--- config.mk ---
export PLATFORM = sky130hd
export DESIGN_NAME = fpu_uf_handler
export DESIGN_NICKNAME = d
export VERILOG_FILES = /design/src/rtl/fpu_uf_pkg.sv /design/src/rtl/fpu_uf_classify.sv /design/src/rtl/fpu_uf_round.sv /design/src/rtl/fpu_uf_flags.sv /design/src/rtl/fpu_uf_handler.sv
export SDC_FILE = /design/constraint.sdc
export NUM_CORES = 1
export LEC_CHECK = 0
export ABC_AREA = 1
export BUFFER_PORTS_ARGS = -buffer_cell sky130_fd_sc_hd__buf_2
export CORE_ASPECT_RATIO = 1.4
export CORE_MARGIN = 2
export CORE_UTILIZATION = 35
export DETAILED_ROUTE_END_ITERATION = 7
export HOLD_SLACK_MARGIN = 0.1
export PLACE_DENSITY = 0.65
export SYNTH_ARGS = -nofsm -noshare
export SYNTH_HDL_FRONTEND = slang
export SYNTH_SLANG_ARGS = --single-unit
--- constraint.sdc ---
create_clock -name clk -period 3.47 [get_ports clk]
set_clock_uncertainty 0.2 [all_clocks]
set_input_delay 0.694 -clock clk [delete_from_list [all_inputs] [get_ports clk]]
set_output_delay 0.694 -clock clk [all_outputs]
set_load 0.02 [all_outputs]
--- src/rtl/fpu_uf_pkg.sv ---
package fpu_uf_pkg;

    typedef enum logic [1:0] {
        RM_ZERO = 2'b00,
        RM_NEAR = 2'b01,
        RM_UP   = 2'b10,
        RM_DOWN = 2'b11
    } rmode_e;

    typedef enum logic [2:0] {
        K_IDLE   = 3'd0,
        K_NORM   = 3'd1,
        K_ZERO   = 3'd2,
        K_SUBMIN = 3'd3,
        K_DENORM = 3'd4,
        K_FLUSH  = 3'd5,
        K_OPND   = 3'd6
    } kind_e;

endpackage

--- src/rtl/fpu_uf_classify.sv ---
module fpu_uf_classify
    import fpu_uf_pkg::*;
#(
    parameter int EXP_W  = 8,
    parameter int FRAC_W = 23,
    localparam int XW    = EXP_W + 2,
    localparam int SIG_W = FRAC_W + 3
) (
    input  logic signed [XW-1:0]     res_exp,
    input  logic        [SIG_W-1:0]  res_sig,
    input  logic                     flush_en,
    input  logic        [EXP_W-1:0]  opa_exp,
    input  logic        [FRAC_W-1:0] opa_frac,
    input  logic        [EXP_W-1:0]  opb_exp,
    input  logic        [FRAC_W-1:0] opb_frac,
    output kind_e                    kind,
    output logic                     window_lost
);

    localparam logic signed [XW-1:0] LO_EXP = XW'(-FRAC_W);

    logic              opa_den;
    logic              opb_den;
    logic [FRAC_W-1:0] lost_vec;

    // Fraction bit i drops below the denormal LSB when exponent <= -i.
    for (genvar i = 0; i < FRAC_W; i++) begin : g_lost
        localparam logic signed [XW-1:0] EDGE = XW'(-i);
        assign lost_vec[i] = res_sig[i+2] & (res_exp <= EDGE);
    end

    assign window_lost = (|lost_vec) | res_sig[1] | res_sig[0];

    always_comb begin
        opa_den = (opa_exp == '0) && (opa_frac != '0);
        opb_den = (opb_exp == '0) && (opb_frac != '0);
        if (opa_den || opb_den) begin
            kind = K_OPND;
        end else if (res_sig == '0) begin
            kind = K_ZERO;
        end else if (res_exp > XW'(signed'(0))) begin
            kind = K_NORM;
        end else if (flush_en) begin
            kind = K_FLUSH;
        end else if (res_exp <= LO_EXP) begin
            kind = K_SUBMIN;
        end else begin
            kind = K_DENORM;
        end
    end

endmodule

--- src/rtl/fpu_uf_round.sv ---
module fpu_uf_round
    import fpu_uf_pkg::*;
#(
    parameter int EXP_W  = 8,
    parameter int FRAC_W = 23,
    localparam int XW    = EXP_W + 2,
    localparam int W     = 1 + EXP_W + FRAC_W
) (
    input  logic                     sign,
    input  logic signed [XW-1:0]     res_exp,
    input  logic        [FRAC_W+1:0] low_sig,
    input  logic        [1:0]        rnd_mode,
    output logic        [W-1:0]      norm_word,
    output logic                     norm_inexact,
    output logic        [W-1:0]      submin_word
);

    localparam logic signed [XW-1:0] HALF_EXP = XW'(-FRAC_W);

    logic [FRAC_W-1:0] frac;
    logic              grd;
    logic              stk;
    logic              inc;
    logic [FRAC_W:0]   sum;
    logic [EXP_W-1:0]  exp_o;
    logic              up;
    logic              above_half;

    always_comb begin
        frac = low_sig[FRAC_W+1:2];
        grd  = low_sig[1];
        stk  = low_sig[0];
        unique case (rmode_e'(rnd_mode))
            RM_ZERO: inc = 1'b0;
            RM_NEAR: inc = grd & (stk | frac[0]);
            RM_UP:   inc = ~sign & (grd | stk);
            RM_DOWN: inc = sign & (grd | stk);
            default: inc = 1'b0;
        endcase
        sum          = {1'b0, frac} + (FRAC_W+1)'(inc);
        exp_o        = res_exp[EXP_W-1:0] + EXP_W'(sum[FRAC_W]);
        norm_word    = {sign, exp_o, sum[FRAC_W-1:0]};
        norm_inexact = grd | stk;

        above_half = (frac != '0) | grd | stk;
        unique case (rmode_e'(rnd_mode))
            RM_ZERO: up = 1'b0;
            RM_NEAR: up = (res_exp == HALF_EXP) & above_half;
            RM_UP:   up = ~sign;
            RM_DOWN: up = sign;
            default: up = 1'b0;
        endcase
        submin_word = {sign, {(W-2){1'b0}}, up};
    end

endmodule

--- src/rtl/fpu_uf_flags.sv ---
module fpu_uf_flags (
    input  logic clk,
    input  logic rst_n,
    input  logic fire,
    input  logic clr,
    input  logic new_uf,
    input  logic new_ix,
    input  logic en_uf,
    input  logic en_ix,
    output logic flag_uf,
    output logic flag_ix,
    output logic trap_q
);

    always_ff @(posedge clk) begin
        if (!rst_n) begin
            flag_uf <= 1'b0;
            flag_ix <= 1'b0;
            trap_q  <= 1'b0;
        end else begin
            flag_uf <= (flag_uf & ~clr) | (fire & new_uf);
            flag_ix <= (flag_ix & ~clr) | (fire & new_ix);
            trap_q  <= fire & ((new_uf & en_uf) | (new_ix & en_ix));
        end
    end

    // flags hold with neither a clear nor an operation
    p_hold_r11: assert property (@(posedge clk) disable iff (!rst_n)
        (!clr && !fire) |=> ($stable(flag_uf) && $stable(flag_ix)));

    // a raised underflow is visible next cycle even against a clear
    p_set_r11: assert property (@(posedge clk) disable iff (!rst_n)
        (fire && new_uf) |=> flag_uf);

    // a trap always has a flag behind it
    p_trap_r10: assert property (@(posedge clk) disable iff (!rst_n)
        trap_q |-> (flag_uf || flag_ix));

endmodule

--- src/rtl/fpu_uf_handler.sv ---
module fpu_uf_handler
    import fpu_uf_pkg::*;
#(
    parameter int EXP_W  = 8,
    parameter int FRAC_W = 23,
    localparam int XW    = EXP_W + 2,
    localparam int SIG_W = FRAC_W + 3,
    localparam int W     = 1 + EXP_W + FRAC_W
) (
    input  logic                     clk,
    input  logic                     rst_n,
    input  logic                     valid_in,
    input  logic                     res_sign,
    input  logic signed [XW-1:0]     res_exp,
    input  logic        [SIG_W-1:0]  res_sig,
    input  logic        [1:0]        rnd_mode,
    input  logic                     en_uf,
    input  logic                     en_ix,
    input  logic                     flush_en,
    input  logic                     flag_clr,
    input  logic        [EXP_W-1:0]  opa_exp,
    input  logic        [FRAC_W-1:0] opa_frac,
    input  logic        [EXP_W-1:0]  opb_exp,
    input  logic        [FRAC_W-1:0] opb_frac,
    output logic                     valid_out,
    output logic        [W-1:0]      res_out,
    output logic                     unimpl,
    output logic                     trap_req,
    output logic                     flag_uf,
    output logic                     flag_ix
);

    kind_e        kind;
    kind_e        kind_q;
    logic         window_lost;
    logic [W-1:0] norm_word;
    logic         norm_inexact;
    logic [W-1:0] submin_word;
    logic [W-1:0] nxt_word;
    logic         nxt_un;
    logic         nxt_uf;
    logic         nxt_ix;
    logic         un_q;

    fpu_uf_classify #(.EXP_W(EXP_W), .FRAC_W(FRAC_W)) u_cls (
        .res_exp     (res_exp),
        .res_sig     (res_sig),
        .flush_en    (flush_en),
        .opa_exp     (opa_exp),
        .opa_frac    (opa_frac),
        .opb_exp     (opb_exp),
        .opb_frac    (opb_frac),
        .kind        (kind),
        .window_lost (window_lost)
    );

    fpu_uf_round #(.EXP_W(EXP_W), .FRAC_W(FRAC_W)) u_rnd (
        .sign         (res_sign),
        .res_exp      (res_exp),
        .low_sig      (res_sig[FRAC_W+1:0]),
        .rnd_mode     (rnd_mode),
        .norm_word    (norm_word),
        .norm_inexact (norm_inexact),
        .submin_word  (submin_word)
    );

    // Output selection by class
    always_comb begin
        nxt_word = '0;
        nxt_un   = 1'b0;
        nxt_uf   = 1'b0;
        nxt_ix   = 1'b0;
        unique case (kind)
            K_NORM: begin
                nxt_word = norm_word;
                nxt_ix   = norm_inexact;
            end
            K_ZERO: nxt_word = {res_sign, {(W-1){1'b0}}};
            K_FLUSH: begin
                nxt_word = {res_sign, {(W-1){1'b0}}};
                nxt_uf   = 1'b1;
                nxt_ix   = 1'b1;
            end
            K_SUBMIN: begin
                nxt_word = submin_word;
                nxt_uf   = 1'b1;
                nxt_ix   = 1'b1;
            end
            K_DENORM: begin
                nxt_un = 1'b1;
                nxt_uf = window_lost | en_uf;
                nxt_ix = window_lost;
            end
            K_OPND:  nxt_un = 1'b1;
            default: nxt_word = '0;
        endcase
    end

    // Class / output register
    always_ff @(posedge clk) begin
        if (!rst_n) begin
            valid_out <= 1'b0;
            res_out   <= '0;
            un_q      <= 1'b0;
            kind_q    <= K_IDLE;
        end else begin
            valid_out <= valid_in;
            un_q      <= valid_in & nxt_un;
            kind_q    <= valid_in ? kind : K_IDLE;
            if (valid_in) begin
                res_out <= nxt_word;
            end
        end
    end

    assign unimpl = un_q;

    fpu_uf_flags u_flg (
        .clk     (clk),
        .rst_n   (rst_n),
        .fire    (valid_in),
        .clr     (flag_clr),
        .new_uf  (nxt_uf),
        .new_ix  (nxt_ix),
        .en_uf   (en_uf),
        .en_ix   (en_ix),
        .flag_uf (flag_uf),
        .flag_ix (flag_ix),
        .trap_q  (trap_req)
    );

    // one-cycle latency
    p_lat_r1: assert property (@(posedge clk) disable iff (!rst_n)
        valid_in |=> valid_out);

    // no requests without a valid output
    p_idle_r1: assert property (@(posedge clk) disable iff (!rst_n)
        !valid_in |=> (!valid_out && !unimpl && !trap_req));

    // flushed output is a signed zero with both flags
    p_flush_r8: assert property (@(posedge clk) disable iff (!rst_n)
        (valid_out && kind_q == K_FLUSH) |->
            (res_out[W-2:0] == '0 && !unimpl && flag_uf && flag_ix));

    // denormal operand requests emulation without a trap
    p_opnd_r9: assert property (@(posedge clk) disable iff (!rst_n)
        (valid_out && kind_q == K_OPND) |-> (unimpl && !trap_req && res_out == '0));

endmodule

==> results.sh <==
export IMPL_row_count=40
export IMPL_tritoncts="done"
export IMPL_die_w_um=83.5
export IMPL_r2r_start="res_out[0]$_SDFFE_PN0P_"
export IMPL_synth_top_family_by_area="simple AND/OR/NAND/NOR gates"
export IMPL_final_common_cell="nand2_1"
export IMPL_finalCritPeriodShare_pct=94.5
export IMPL_whs_path_depth=2
export IMPL_routedWlPerCell_um=15.2
export IMPL_h_tree_depth=2
export IMPL_p_per_area_nw_per_um2=290
export IMPL_initial_core_util_pct=36.0
export IMPL_via_per_inst=5.14
export IMPL_maxSlewHeadroom_pct=67.8
export IMPL_cts_setup_buffers=0
export IMPL_p_total_mw=1.24
export IMPL_antenna_found_initial=0
export IMPL_num_io_pins=145
export IMPL_power_leakage_nw=2.16
export IMPL_grt_pass1_wl_mm=18.8
export IMPL_yosysSeqAreaShare_pct=23.9
export IMPL_grt_pass1_vias=3839
export IMPL_peakVddDrop_mv=0.182
export IMPL_drc=0
export IMPL_cp_max_fo=4
export IMPL_synth_warnings=0
export IMPL_grt_max_degree=25
export IMPL_hold_viol_final=0
export IMPL_min_path_type="register to register"
export IMPL_root_buffer="clkbuf_16"
export IMPL_drtIter0Drc=258
export IMPL_drive_above_1_share_pct=33.1
export IMPL_cts_resized=0
export IMPL_finalCriticalPeriod_ns=3.28
export IMPL_rr_worst_depth=4
export IMPL_r2r_slack_ns=2.60
export IMPL_syn_num_nets=631
export IMPL_status="completed"
export IMPL_synth_compound_area_share_pct=14.0
export IMPL_core_area_um2=8610
export IMPL_syn_mean_instance_area_um2=5.97
export IMPL_grtUsageTotal_pct=24.5
export IMPL_place_hpwl_mm=9.96
export IMPL_r2r_end="res_out[0]$_SDFFE_PN0P_"
export IMPL_syn_to_final_growth_pct=38.1
export IMPL_cts_sinks=37
export IMPL_tightest_slew_ns=0.481
export IMPL_wl_mm=11.9
export IMPL_clk_pin_slew_worst_paths_ns=0.06
export IMPL_hold_buffers=0
export IMPL_required_ns=3.47
export IMPL_vias=4033
export IMPL_cts_buffers=5
export IMPL_min_to="res_out[6]$_SDFFE_PN0P_"
export IMPL_endpoint_kind="register"
export IMPL_first_pass_iters=5
export IMPL_yosysUniqueCellTypes=40
export IMPL_synth_xor_area_share_pct=1.13
export IMPL_nFillCells=948
export IMPL_grt_ovfl_total=0
export IMPL_worstPathArrival_ns=3.28
export IMPL_clk_latency_ns=0.28
export IMPL_dieArea_um2=9640
export IMPL_drv_cap=0
export IMPL_clockBufferDepth=2
export IMPL_min_delay_start="res_out[6]$_SDFFE_PN0P_"
export IMPL_numPortBuffers=144
export IMPL_synthMuxAreaShare_pct=0
export IMPL_die_h_um=115
export IMPL_synth_simple_area_share_pct=50.3
export IMPL_synth_cell_area_um2=3100
export IMPL_nets=791
export IMPL_synth_adder_area_share_pct=1.61
export IMPL_max_freq_mhz=305
export IMPL_antenna_left=0
export IMPL_finalMaxSlewViolations=0
export IMPL_critical_path_class="input pin to register"
export IMPL_finalSetupViolCount=0
export IMPL_diodes=0
export IMPL_startpoint_type="input pin"
export IMPL_synth_seq_cells=37
export IMPL_syn_instance_count=519
export IMPL_most_common_layout_cells="nand2_1, buf_2, nor2_1"
export IMPL_post_route_util_pct=49.8
export IMPL_gp_congestion=1.01
## cell usage after synthesis, drive strengths merged
| cell | n | area [µm²] |
|---|---|---|
| nand2 | 158 | 603 |
| nor2 | 96 | 408 |
| inv | 50 | 188 |
| nand3 | 44 | 220 |
| dfxtp | 37 | 741 |
| o21ai | 33 | 169 |
| nor3 | 20 | 133 |
| nand4 | 19 | 125 |
| a21oi | 10 | 53.8 |
| buf | 9 | 70.1 |
| nor4 | 7 | 43.8 |
| o31ai | 7 | 131 |
| clkbuf | 5 | 18.8 |
| ha | 4 | 50.1 |
| xor2 | 4 | 35.0 |
| o211ai | 3 | 22.5 |
| o21bai | 3 | 22.5 |
| a31oi | 2 | 12.5 |
| or2 | 2 | 12.5 |
| a311oi | 1 | 8.76 |
| and3 | 1 | 6.26 |
| clkinv | 1 | 3.75 |
| nand3b | 1 | 7.51 |
| o22ai | 1 | 6.26 |
| o311ai | 1 | 8.76 |
## worst max-delay path, stage by stage
cell	delay [ns]
buf_6	0.09
inv_2	0.05
nand2_1	0.04
o21ai_1	0.12
buf_4	0.13
nand2_2	0.04
o21ai_2	0.05
ha_2	0.20
nand3_2	0.09
inv_2	0.09
nand3_4	0.08
nor2_4	0.14
nand2_2	0.08
nor2_4	0.14
nand3_2	0.10
nor4_4	0.22
ha_2	0.28
ha_4	0.15
buf_4	0.12
a31oi_1	0.12
o31ai_4	0.25
## through the flow
stage | setup WS (ns) | instances | setup TNS [ns] | hold slack, ns | cell area, µm²
2_1_floorplan | 0.0258 | 519 | 0 | 0.331 | 3100
3_3_place_gp | -0.169 | 777 | -0.399 | 0.232 | 4040
3_5_place_dp | -0.237 | 777 | -0.814 | 0.236 | 4040
4_1_cts | 0.0480 | 784 | 0 | 0.250 | 4180
5_1_grt | -0.00952 | 784 | -0.00952 | 0.275 | 4280
6_report | 0.191 | 784 | 0 | 0.245 | 4280
## sequential cells by signal, indices dropped and copies added, names as in the netlist
| register | flops |
|---|---|
| u_flg.trap_q | 1 |
| u_flg.flag_uf | 1 |
| valid_out | 1 |
| unimpl | 1 |
| u_flg.flag_ix | 1 |
| res_out | 32 |
## metal layers
metal	GRT usage (%)	part of all wire [%]
met4	8.39	2.2
met5	0	0
met1	30.1	41
met3	2.30	6.5
met2	45.1	51
## cell families (layout without fill, tap and decap cells)
logic type | after synthesis | in the layout
simple gates | 348 | 348
buf+inv | 65 | 225
compound gates | 61 | 61
flops | 37 | 37
fa+ha+maj | 4 | 4
xor+xnor | 4 | 4
## where the power goes
part	switching [mW]	leakage (nW)	internal [mW]
logic	0.217	1.79	0.125
registers	0.00876	0.302	0.445
clock network	0.164	0.0700	0.282
total	0.390	2.16	0.852
## cell type report
cell class / instances / area, µm² / share of cell area [%]
timing repair buffer: 167 / 900 / 21.0
clock buffer: 7 / 143 / 3.33
inverter: 51 / 191 / 4.47
tap: 105 / 131 / 3.07
multi-input combinational: 417 / 2180 / 50.8
sequential: 37 / 741 / 17.3
## worst max path at each step
stage	from	end	slack, ns	cells after the start
final	rnd_mode[0]	res_out[29]$_SDFFE_PN0P_	0.19	21
after global routing	rnd_mode[0]	res_out[30]$_SDFFE_PN0P_	-0.01	24
after CTS	rnd_mode[0]	res_out[29]$_SDFFE_PN0P_	0.05	21
after detailed placement	rnd_mode[0]	res_out[29]$_SDFFE_PN0P_	-0.24	21
after global placement	rnd_mode[0]	res_out[29]$_SDFFE_PN0P_	-0.17	22
after floorplan	rnd_mode[0]	res_out[29]$_SDFFE_PN0P_	0.03	19
Power figures use the tool's default switching activity.
